==> src/rtl/alu32_pkg.sv <==
package alu32_pkg;

  localparam int OP_W = 4;

  typedef enum logic [OP_W-1:0] {
    OP_ADD  = 4'b0000,
    OP_SUB  = 4'b0001,
    OP_AND  = 4'b0010,
    OP_OR   = 4'b0011,
    OP_XOR  = 4'b0100,
    OP_NOR  = 4'b0101,
    OP_SLT  = 4'b0110,
    OP_SLTU = 4'b0111,
    OP_ADDU = 4'b1000,
    OP_SUBU = 4'b1001
  } alu_op_e;

  typedef enum logic [1:0] {
    BW_AND = 2'd0,
    BW_OR  = 2'd1,
    BW_XOR = 2'd2,
    BW_NOR = 2'd3
  } bw_fn_e;

  // Adder runs in subtract mode (invert B, carry in 1)
  function automatic logic uses_subtract(input logic [OP_W-1:0] op);
    return (op == OP_SUB) || (op == OP_SUBU) || (op == OP_SLT) || (op == OP_SLTU);
  endfunction

  // Overflow is reported to the outside only for the signed forms
  function automatic logic reports_overflow(input logic [OP_W-1:0] op);
    return (op == OP_ADD) || (op == OP_SUB);
  endfunction

  function automatic logic is_arith(input logic [OP_W-1:0] op);
    return (op == OP_ADD) || (op == OP_ADDU) || (op == OP_SUB) || (op == OP_SUBU);
  endfunction

  function automatic logic is_bitwise(input logic [OP_W-1:0] op);
    return (op == OP_AND) || (op == OP_OR) || (op == OP_XOR) || (op == OP_NOR);
  endfunction

  function automatic logic is_compare(input logic [OP_W-1:0] op);
    return (op == OP_SLT) || (op == OP_SLTU);
  endfunction

  function automatic bw_fn_e bitwise_fn(input logic [OP_W-1:0] op);
    case (op)
      OP_AND:  return BW_AND;
      OP_OR:   return BW_OR;
      OP_XOR:  return BW_XOR;
      default: return BW_NOR;
    endcase
  endfunction

  // Two's-complement overflow of a + b_eff, from the three sign bits
  function automatic logic add_overflow(input logic a_msb, input logic b_msb,
                                        input logic s_msb);
    return (a_msb == b_msb) && (s_msb != a_msb);
  endfunction

  // Signed less-than from a subtraction: sign of difference corrected by overflow
  function automatic logic signed_less(input logic diff_msb, input logic ovf);
    return diff_msb ^ ovf;
  endfunction

  // Unsigned less-than from a subtraction: no carry out means a borrow
  function automatic logic unsigned_less(input logic carry_out);
    return ~carry_out;
  endfunction

endpackage

==> src/rtl/alu32_adder.sv <==
module alu32_adder #(
  parameter int WIDTH = 32
) (
  input  logic [WIDTH-1:0] a,
  input  logic [WIDTH-1:0] b,
  input  logic             sub,
  output logic [WIDTH-1:0] sum,
  output logic             carry_out,
  output logic             ovf_raw
);
  localparam int MSB = WIDTH - 1;

  logic [WIDTH-1:0] b_eff;
  logic [WIDTH:0]   full;

  always_comb begin
    b_eff   = b ^ {WIDTH{sub}};
    full    = {1'b0, a} + {1'b0, b_eff} + {{WIDTH{1'b0}}, sub};
    sum     = full[MSB:0];
    carry_out = full[WIDTH];
    ovf_raw = alu32_pkg::add_overflow(a[MSB], b_eff[MSB], full[MSB]);
  end
endmodule

==> src/rtl/alu32_bitwise.sv <==
module alu32_bitwise #(
  parameter int WIDTH = 32
) (
  input  logic [WIDTH-1:0]     a,
  input  logic [WIDTH-1:0]     b,
  input  alu32_pkg::bw_fn_e    fn,
  output logic [WIDTH-1:0]     y
);
  import alu32_pkg::*;

  always_comb begin
    case (fn)
      BW_AND:  y = a & b;
      BW_OR:   y = a | b;
      BW_XOR:  y = a ^ b;
      default: y = ~(a | b);
    endcase
  end
endmodule

==> src/rtl/alu32_compare.sv <==
module alu32_compare (
  input  logic diff_msb,
  input  logic ovf_raw,
  input  logic carry_out,
  input  logic unsigned_mode,
  output logic lt
);
  always_comb begin
    if (unsigned_mode) lt = alu32_pkg::unsigned_less(carry_out);
    else               lt = alu32_pkg::signed_less(diff_msb, ovf_raw);
  end
endmodule

==> src/rtl/alu32_core.sv <==
module alu32_core #(
  parameter int WIDTH = 32
) (
  input  logic [3:0]       op_sel,
  input  logic [WIDTH-1:0] opnd_a,
  input  logic [WIDTH-1:0] opnd_b,
  output logic [WIDTH-1:0] result,
  output logic             zero_flag,
  output logic             ovf_flag
);
  import alu32_pkg::*;

  localparam int MSB = WIDTH - 1;

  // Named internal events for the checker
  logic             sub_mode;
  logic             raw_ovf;
  logic             carry_out;
  logic             lt_bit;
  logic [WIDTH-1:0] sum_word;
  logic [WIDTH-1:0] bw_word;
  bw_fn_e           bw_fn;

  assign sub_mode = uses_subtract(op_sel);
  assign bw_fn    = bitwise_fn(op_sel);

  alu32_adder #(.WIDTH(WIDTH)) u_adder (
    .a         (opnd_a),
    .b         (opnd_b),
    .sub       (sub_mode),
    .sum       (sum_word),
    .carry_out (carry_out),
    .ovf_raw   (raw_ovf)
  );

  alu32_bitwise #(.WIDTH(WIDTH)) u_bitwise (
    .a  (opnd_a),
    .b  (opnd_b),
    .fn (bw_fn),
    .y  (bw_word)
  );

  alu32_compare u_compare (
    .diff_msb      (sum_word[MSB]),
    .ovf_raw       (raw_ovf),
    .carry_out     (carry_out),
    .unsigned_mode (op_sel == OP_SLTU),
    .lt            (lt_bit)
  );

  always_comb begin
    if (is_arith(op_sel))        result = sum_word;
    else if (is_bitwise(op_sel)) result = bw_word;
    else if (is_compare(op_sel)) result = {{(WIDTH-1){1'b0}}, lt_bit};
    else                         result = '0;
  end

  assign zero_flag = ~|result;
  assign ovf_flag  = raw_ovf & reports_overflow(op_sel);

endmodule

==> config.mk <==
export PLATFORM = sky130hd
export DESIGN_NAME = alu32_core
export DESIGN_NICKNAME = d
export VERILOG_FILES = /design/src/rtl/alu32_pkg.sv /design/src/rtl/alu32_adder.sv /design/src/rtl/alu32_bitwise.sv /design/src/rtl/alu32_compare.sv /design/src/rtl/alu32_core.sv
export SDC_FILE = /design/constraint.sdc
export NUM_CORES = 1
export LEC_CHECK = 0
export BUFFER_PORTS_ARGS = -buffer_cell sky130_fd_sc_hd__clkbuf_2
export CAP_MARGIN = 20
export CORE_UTILIZATION = 45
export DETAILED_ROUTE_END_ITERATION = 16
export PLACE_DENSITY = 0.72
export REMOVE_ABC_BUFFERS = 1
export SLEW_MARGIN = 0
export SYNTH_ARGS = -nofsm -noshare
export SYNTH_HDL_FRONTEND = slang
export SYNTH_SLANG_ARGS = --single-unit
==> constraint.sdc <==
create_clock -name vclk -period 11.7
set_input_delay 0 -clock vclk [all_inputs]
set_output_delay 0 -clock vclk [all_outputs]
set_load 0.01 [all_outputs]
==> results.toml, run 1 <==
[cells_and_area]
final_cell_mix = "clkbuf_2 (102), ha_1 (95), inv_1 (71)"
diodes = 0
design.seq.count = 0
area_growth_pct = 12.3
finalNetCount = 899
drive_gt1_frac = 0.175
final-seq-area_um2 = 0
final_area_mm2 = 0.00522
mostFrequentLayoutCell = "clkbuf_2"
nClkBuffers = 0

[sta]
period_needed_ns = 5.11
post-route-period-util = 0.437
relSlewSlack = 0.376
final-setup-viol-count = 0
worst_pin_slew_ns = 0.934
tns_ns = 0
rsz0062_at_grt = "no"
finalHoldViolations = 0
drv_slew = 0
fmax_ghz = 0.196

[worst_setup_path]
cp_slowest_cell = "or4_1"
cp-start-kind = "primary input"
critPathBufInv = 3
cp_top_family = "simple AND/OR/NAND/NOR gates"
critPathMaxStageDelay_ns = 0.55
critPathKind = "in2out"
critPathMaxFanout = 46
path_depth = 17
cp.arrival_ns = 5.11
critPathCaptureType = "output port"
cp_data_required_time_ns = 11.70
crit_chain = "clkbuf_2, buf_4, nor3b_1, a21oi_4, xnor2_1, fa_1, a21o_1, a221oi_4, o311a_2, nand3_2, or4_1, or4_1, or4_1, nor4_2, nand4b_1, nor4_2, clkbuf_2"
crit_top_cell = "or4_1"

[placed_design]
post-dp-hpwl_mm = 11.9
post_dp_cell_area_mm2 = 0.00522
gp_congestion = 0.967
portBuffers = 102

[global_routing]
track_usage = 0.271
grt_remaining_overflow = 0
grt_antenna_before_repair = 0
first_global_vias = 5160
grt_max_degree = 47
grt_pass1_wl_mm = 24.9

[drt]
drt-initial-drc-count = 337
firstDrtPassIters = 5
route.detailed.drc = 0
ant_nets = 0
routed_wl_mm = 14.8
wl_per_cell_um = 17.0
viasPerCell = 6.14
via_count = 5321

[die]
coreArea_mm2 = 0.00991
design.portCount = 102
die_width_um = 104
initial_utilization = 0.469
num_rows = 36
die_y_um = 104
dieArea_mm2 = 0.0107

[worst_hold_path]
holdCritStartpoint = "opnd_a[31]"
min_path_cells = 5
hold_end = "ovf_flag"
hold_class = "in2out"

[logic_synthesis]
netlist_area_mm2 = 0.00465
syn_inst = 666
synth_cell_types = 67
avgSynthCellArea_um2 = 6.98
yosysTopAreaCell = "ha_1"
synth_top_area_frac = 0.256
ys_top_cells_by_area = "ha_1 (26%), xnor2_1 (7.5%), inv_1 (5.7%), a21oi_1 (5.6%), o21ai_0 (4.0%)"
yosysSeqAreaShare = 0
yosysWarnings = 0

[power]
total_power_uw = 324
powerDensity_mw_per_mm2 = 62.0
power_leakage_nw = 2.54
peakVddDrop_uv = 31.8

[clocking]
post_cts_buffers = 0
hold_buffers = 0
ctsResizeCount = 0

[outcome]
outcome = "finished clean"

[flow_run]
max-cap-violations = 0
==> synthesized netlist by cell type (7+ instances only) <==
cell / count
o21ai_0: 37
a31oi_1: 9
clkbuf_1: 30
a211oi_1: 11
a221oi_1: 18
nor2_1: 45
nor2b_1: 9
nor3b_1: 7
ha_1: 95
o32ai_1: 7
inv_1: 71
nand2_1: 41
xor2_1: 9
o21a_1: 8
buf_2: 8
nand4_1: 14
o22ai_1: 13
or3_1: 15
nand3_1: 8
a21oi_1: 52
xnor2_1: 40
a21o_1: 15
==> layout make-up <==
class | count | area (µm²)
fillers | 1022 | 4690
multi-input cells | 552 | 4220
inverters | 71 | 267
well taps | 133 | 166
repair buffers | 110 | 571
==> stage by stage <==
stage                     instances   util  setup slack [ns]  hold slack (ns)
after floorplan                 623      -              5.76           0.0529
after global placement          866  0.527              6.72            0.564
after detailed placement        866  0.527              6.62            0.560
after CTS                       866  0.527              6.62            0.566
after global routing            866  0.527              6.28            0.599
final                           866  0.527              6.59            0.573
==> worst max path at each step <==
stage	start	to	slack [ns]
global placement	op_sel[0]	zero_flag	6.72
CTS	op_sel[0]	zero_flag	6.62
finish	op_sel[0]	zero_flag	6.59
global route	op_sel[0]	zero_flag	6.28
floorplan	op_sel[2]	zero_flag	5.76
detailed placement	op_sel[0]	zero_flag	6.62
==> per-layer routing <==
layer | vias up | GRT usage | share of wire
met2 | 210 | 0.464 | 0.46
li1 | 2586 | - | -
met1 | 2496 | 0.368 | 0.46
met5 | - | 0 | 0
met3 | 29 | 0.0227 | 0.060
met4 | 0 | 0.0592 | 0.018
==> where the power goes <==
| part | internal (mW) | switching [mW] |
|---|---|---|
| sequential | 0 | 0 |
| combinational | 0.129 | 0.194 |
| clock | 0 | 0 |
==> cell families after synthesis <==
logic type	after synthesis	share of synthesized area
compound gates	220	0.326
simple gates	181	0.212
buf+inv	114	0.0966
fa+ha+maj	97	0.262
xor+xnor	49	0.0923
mux	5	0.0110
(Power assumes the default switching activity.)
==> inputs of run 2 (changes only) <==
==> constraint.sdc (replaced) <==
create_clock -name vclk -period 5
set_input_delay 0 -clock vclk [all_inputs]
set_output_delay 0 -clock vclk [all_outputs]
set_load 0.01 [all_outputs]
==> results.toml, run 2 (synthesis results as in run 1) <==
[drt]
routed_wl_mm = 15.1
ant_nets = 0
wl_per_cell_um = 17.3
drt-initial-drc-count = 309
firstDrtPassIters = 5
viasPerCell = 6.16
route.detailed.drc = 0
via_count = 5376

[sta]
worst_pin_slew_ns = 0.866
rsz0062_at_grt = "no"
relSlewSlack = 0.419
fmax_ghz = 0.209
drv_slew = 0
period_needed_ns = 4.78
final-setup-viol-count = 0
finalHoldViolations = 0
whs_ns = 0.557
post-route-period-util = 0.956

[outcome]
outcome = "finished clean"

[global_routing]
grt_antenna_before_repair = 1
first_global_vias = 5090
grt_max_degree = 46
track_usage = 0.273
grt_remaining_overflow = 0
grt_pass1_wl_mm = 24.9

[worst_setup_path]
critPathCaptureType = "output port"
cp_data_required_time_ns = 5.00
critPathKind = "in2out"
cp.arrival_ns = 4.78
critPathMaxFanout = 15
cp-start-kind = "primary input"

[die]
die_width_um = 104
coreArea_mm2 = 0.00991
num_rows = 36
dieArea_mm2 = 0.0107
die_y_um = 104
design.portCount = 102
initial_utilization = 0.469

[placed_design]
dpl.cell_count = 872
post-dp-hpwl_mm = 12.2
gp_congestion = 0.976
portBuffers = 102

[clocking]
hold_buffers = 0
post_cts_buffers = 0
ctsResizeCount = 0

[power]
peakVddDrop_uv = 77.0
power_leakage_nw = 2.57
powerDensity_mw_per_mm2 = 146
total_power_uw = 766

[worst_hold_path]
min_path_cells = 5
hold_class = "in2out"

[cells_and_area]
finalNetCount = 905
area_growth_pct = 13.2
mostFrequentLayoutCell = "clkbuf_2"
final_cell_mix = "clkbuf_2 (102), ha_1 (95), inv_1 (71)"
design.seq.count = 0
nClkBuffers = 0
drive_gt1_frac = 0.179
final-seq-area_um2 = 0
stdcell_count = 873

[flow_run]
max-cap-violations = 0
[run 2: cell types whose count changed in the layout (fill, tap and decap cells not counted)]
cell / change
buf_4: +6
o21ai_2: -1
nor2_1: +1
o21ai_1: +1
nor2_2: -1
diode_2: +1
[run 2: through the flow]
stage | utilization | setup slack (ns) | setup TNS [ns] | area, µm²
after floorplan | - | -0.944 | -0.944 | 4470
after global routing | 0.531 | 0.0377 | 0 | 5260
after detailed placement | 0.531 | 0.289 | 0 | 5260
final | 0.531 | 0.218 | 0 | 5260
after global placement | 0.531 | 0.496 | 0 | 5260
after CTS | 0.531 | 0.263 | 0 | 5260
[run 2: per-layer routing]
metal	GRT usage	vias to the layer above	share of wire
met1	0.375	2548	0.47
met5	0	-	0
met2	0.472	221	0.47
met3	0.0164	10	0.054
met4	0.0449	0	0.0073
li1	-	2597	-
[run 2: worst max-delay path, stage by stage]
cell and delay [ns]:
clkbuf_2 0.26, nor2b_1 0.44, a21oi_4 0.17, buf_4 0.25
xnor2_1 0.15, ha_1 0.40, a21oi_1 0.36, or3_1 0.17
o311a_2 0.17, nand3_2 0.08, or4_1 0.54, or4_1 0.43
or4_1 0.54, nor4_2 0.19, nand4b_1 0.19, nor4_2 0.24
clkbuf_2 0.17
[run 2: worst paths after layout]
check | slack [ns] | from | to
hold / removal | 0.56 | op_sel[3] | result[1]
setup / recovery | 0.22 | op_sel[2] | zero_flag
[run 2: final cells by class]
cell class,instances,area [µm²]
Tap cell,133,166
Antenna cell,1,2.50
Fill cell,1008,4650
Timing Repair Buffer,116,616
Multi-Input combinational cell,552,4210
Inverter,71,267
[run 2: where the power goes]
part	leakage (nW)	switching (mW)	internal (mW)
Combinational	2.57	0.461	0.305
Clock	0.00000634	0	0.0000000270
Sequential	0	0	0
Total	2.57	0.461	0.305
==> inputs of run 3 (changes only) <==
--- a/config.mk
+++ b/config.mk
@@ -5,6 +5,7 @@
 export SDC_FILE = /design/constraint.sdc
 export NUM_CORES = 1
 export LEC_CHECK = 0
+export ABC_AREA = 1
 export BUFFER_PORTS_ARGS = -buffer_cell sky130_fd_sc_hd__clkbuf_2
 export CAP_MARGIN = 20
 export CORE_UTILIZATION = 45
==> results.toml, run 3 <==
[global_routing]
track_usage = 0.260
grt_antenna_before_repair = 0
grt_remaining_overflow = 0
grt_max_degree = 28
grt_pass1_wl_mm = 24.4
first_global_vias = 5279

[sta]
tns_ns = 0
fmax_ghz = 0.266
rsz0062_at_grt = "no"
worst_pin_slew_ns = 1.07
drv_slew = 0
finalHoldViolations = 0
relSlewSlack = 0.288
post-route-period-util = 0.752
final-setup-viol-count = 0
period_needed_ns = 3.76

[worst_setup_path]
cp_data_required_time_ns = 5.00
endpoint = "zero_flag"
cp.arrival_ns = 3.76
cp_slowest_cell = "nand2_1"
critPathCaptureType = "output port"
crit_top_cell = "nor2_1"
critPathMaxFanout = 16
crit_chain = "clkbuf_2, nand3_1, nand2_1, buf_4, xor2_1, inv_1, ha_1, nand2_1, nor2_1, inv_1, nor2_1, inv_1, nor2_1, nor2_1, nand2_1, a21oi_1, o21ai_0, o21ai_0, nor2_1, nand2_1, nor2_1, nand2_1, nor2_1, clkbuf_2"
critPathMaxStageDelay_ns = 0.71
critPathLaunch = "op_sel[1]"
cp-start-kind = "primary input"
critPathKind = "in2out"

[placed_design]
post-dp-hpwl_mm = 11.9
dpl.cell_count = 1107
gp_congestion = 0.952
portBuffers = 102

[logic_synthesis]
yosysMostFrequentCell = "nand2_1"
synth_cell_types = 40
synthTopCellsByCount = "nand2_1 (234), inv_1 (166), ha_1 (95)"
yosysSeqAreaShare = 0
avgSynthCellArea_um2 = 5.54
ys_top_cells_by_area = "ha_1 (24%), nand2_1 (18%), inv_1 (13%), nand3_1 (7.1%), nor2_1 (6.1%)"
yosysTopAreaCell = "ha_1"
netlist_area_mm2 = 0.00489
yosysWarnings = 0
synth_top_area_frac = 0.243
syn_inst = 882

[worst_hold_path]
hold_class = "in2out"
min_path_cells = 3

[clocking]
ctsResizeCount = 0
post_cts_buffers = 0
hold_buffers = 0

[cells_and_area]
nClkBuffers = 0
mostFrequentLayoutCell = "nand2_1"
finalNetCount = 1137
area_growth_pct = 12.8
diodes = 0
fillers = 1215
design.seq.count = 0
stdcell_count = 1107
drive_gt1_frac = 0.131
final-seq-area_um2 = 0
final_cell_mix = "nand2_1 (234), inv_1 (166), clkbuf_2 (102)"

[die]
die_y_um = 106
num_rows = 37
dieArea_mm2 = 0.0113
coreArea_mm2 = 0.0104
design.portCount = 102
die_width_um = 106
initial_utilization = 0.469

[drt]
ant_nets = 0
top_layer_used = "met4"
drt-initial-drc-count = 366
routed_wl_mm = 14.4
drt-met1-wl_mm = 7.06
met2_length_mm = 6.20
via_count = 5817
route.detailed.drc = 0
firstDrtPassIters = 8
wl_met3_um = 987
wl_per_cell_um = 13.0
viasPerCell = 5.25

[power]
peakVddDrop_uv = 72.1
powerDensity_mw_per_mm2 = 132
power_leakage_nw = 3.38

[flow_run]
max-cap-violations = 0

[outcome]
outcome = "finished clean"
[run 3: cell count changes in the layout (fill, tap and decap cells not counted), sizes merged, moves of 13 or more]
cell | before | now
o22ai | 13 | 0
inv | 71 | 170
nor2 | 45 | 84
nand3 | 9 | 71
nand2 | 41 | 240
or3 | 15 | 0
a221oi | 20 | 3
xnor2 | 40 | 0
xor2 | 9 | 33
[run 3: cell type report]
class,instances,area [µm²],area share
multi-input cells,693,4150,0.753
inverters,171,642,0.116
well taps,136,170,0.0309
repair buffers,107,548,0.0994
[run 3: cell families (layout without fill, tap and decap cells)]
kind of cell | Yosys count | after routing | synth area share
AO/OA/AOI/OAI | 135 | 135 | 0.167
AND/OR/NAND/NOR | 429 | 429 | 0.376
adder cells (fa/ha/maj) | 96 | 96 | 0.247
XOR/XNOR | 33 | 33 | 0.0591
buffers and inverters | 189 | 278 | 0.150
[run 3: layer usage]
layer,vias up,global-route usage
met5,-,0
met2,185,0.428
met3,13,0.0141
met1,2601,0.381
met4,0,0.0288
li1,3018,-
[run 3: where the power goes]
group | total (mW) | internal [mW] | switching, mW
Sequential | 0 | 0 | 0
Combinational | 0.726 | 0.258 | 0.468
Clock | 0 | 0 | 0
[run 3: stage by stage]
step,util,power [mW],setup WS (ns),cell area [µm²],hold WS [ns]
floorplan,-,0.504,1.84,4790,0.0529
global placement,0.529,0.714,1.39,5510,0.322
detailed placement,0.529,0.715,1.28,5510,0.326
CTS,0.529,0.719,1.27,5510,0.327
global route,0.529,0.829,0.709,5510,0.346
finish,0.529,0.726,1.24,5510,0.327
[run 3: worst min path at each step]
| stage | startpoint | endpoint | slack, ns |
|---|---|---|---|
| 6_report | op_sel[3] | ovf_flag | 0.33 |
| 2_1_floorplan | op_sel[3] | ovf_flag | 0.05 |
| 4_1_cts | op_sel[3] | ovf_flag | 0.33 |
| 3_3_place_gp | op_sel[3] | ovf_flag | 0.32 |
| 5_1_grt | op_sel[3] | ovf_flag | 0.35 |
| 3_5_place_dp | op_sel[3] | ovf_flag | 0.33 |
[run 3: worst max-delay path, delay by kind of cell]
| kind | cells | cell delay [ns] |
|---|---|---|
| AO/OA/AOI/OAI | 3 | 0.27 |
| adder cells (fa/ha/maj) | 1 | 0.36 |
| XOR/XNOR | 1 | 0.16 |
| buffers and inverters | 6 | 0.82 |
| AND/OR/NAND/NOR | 13 | 2.14 |
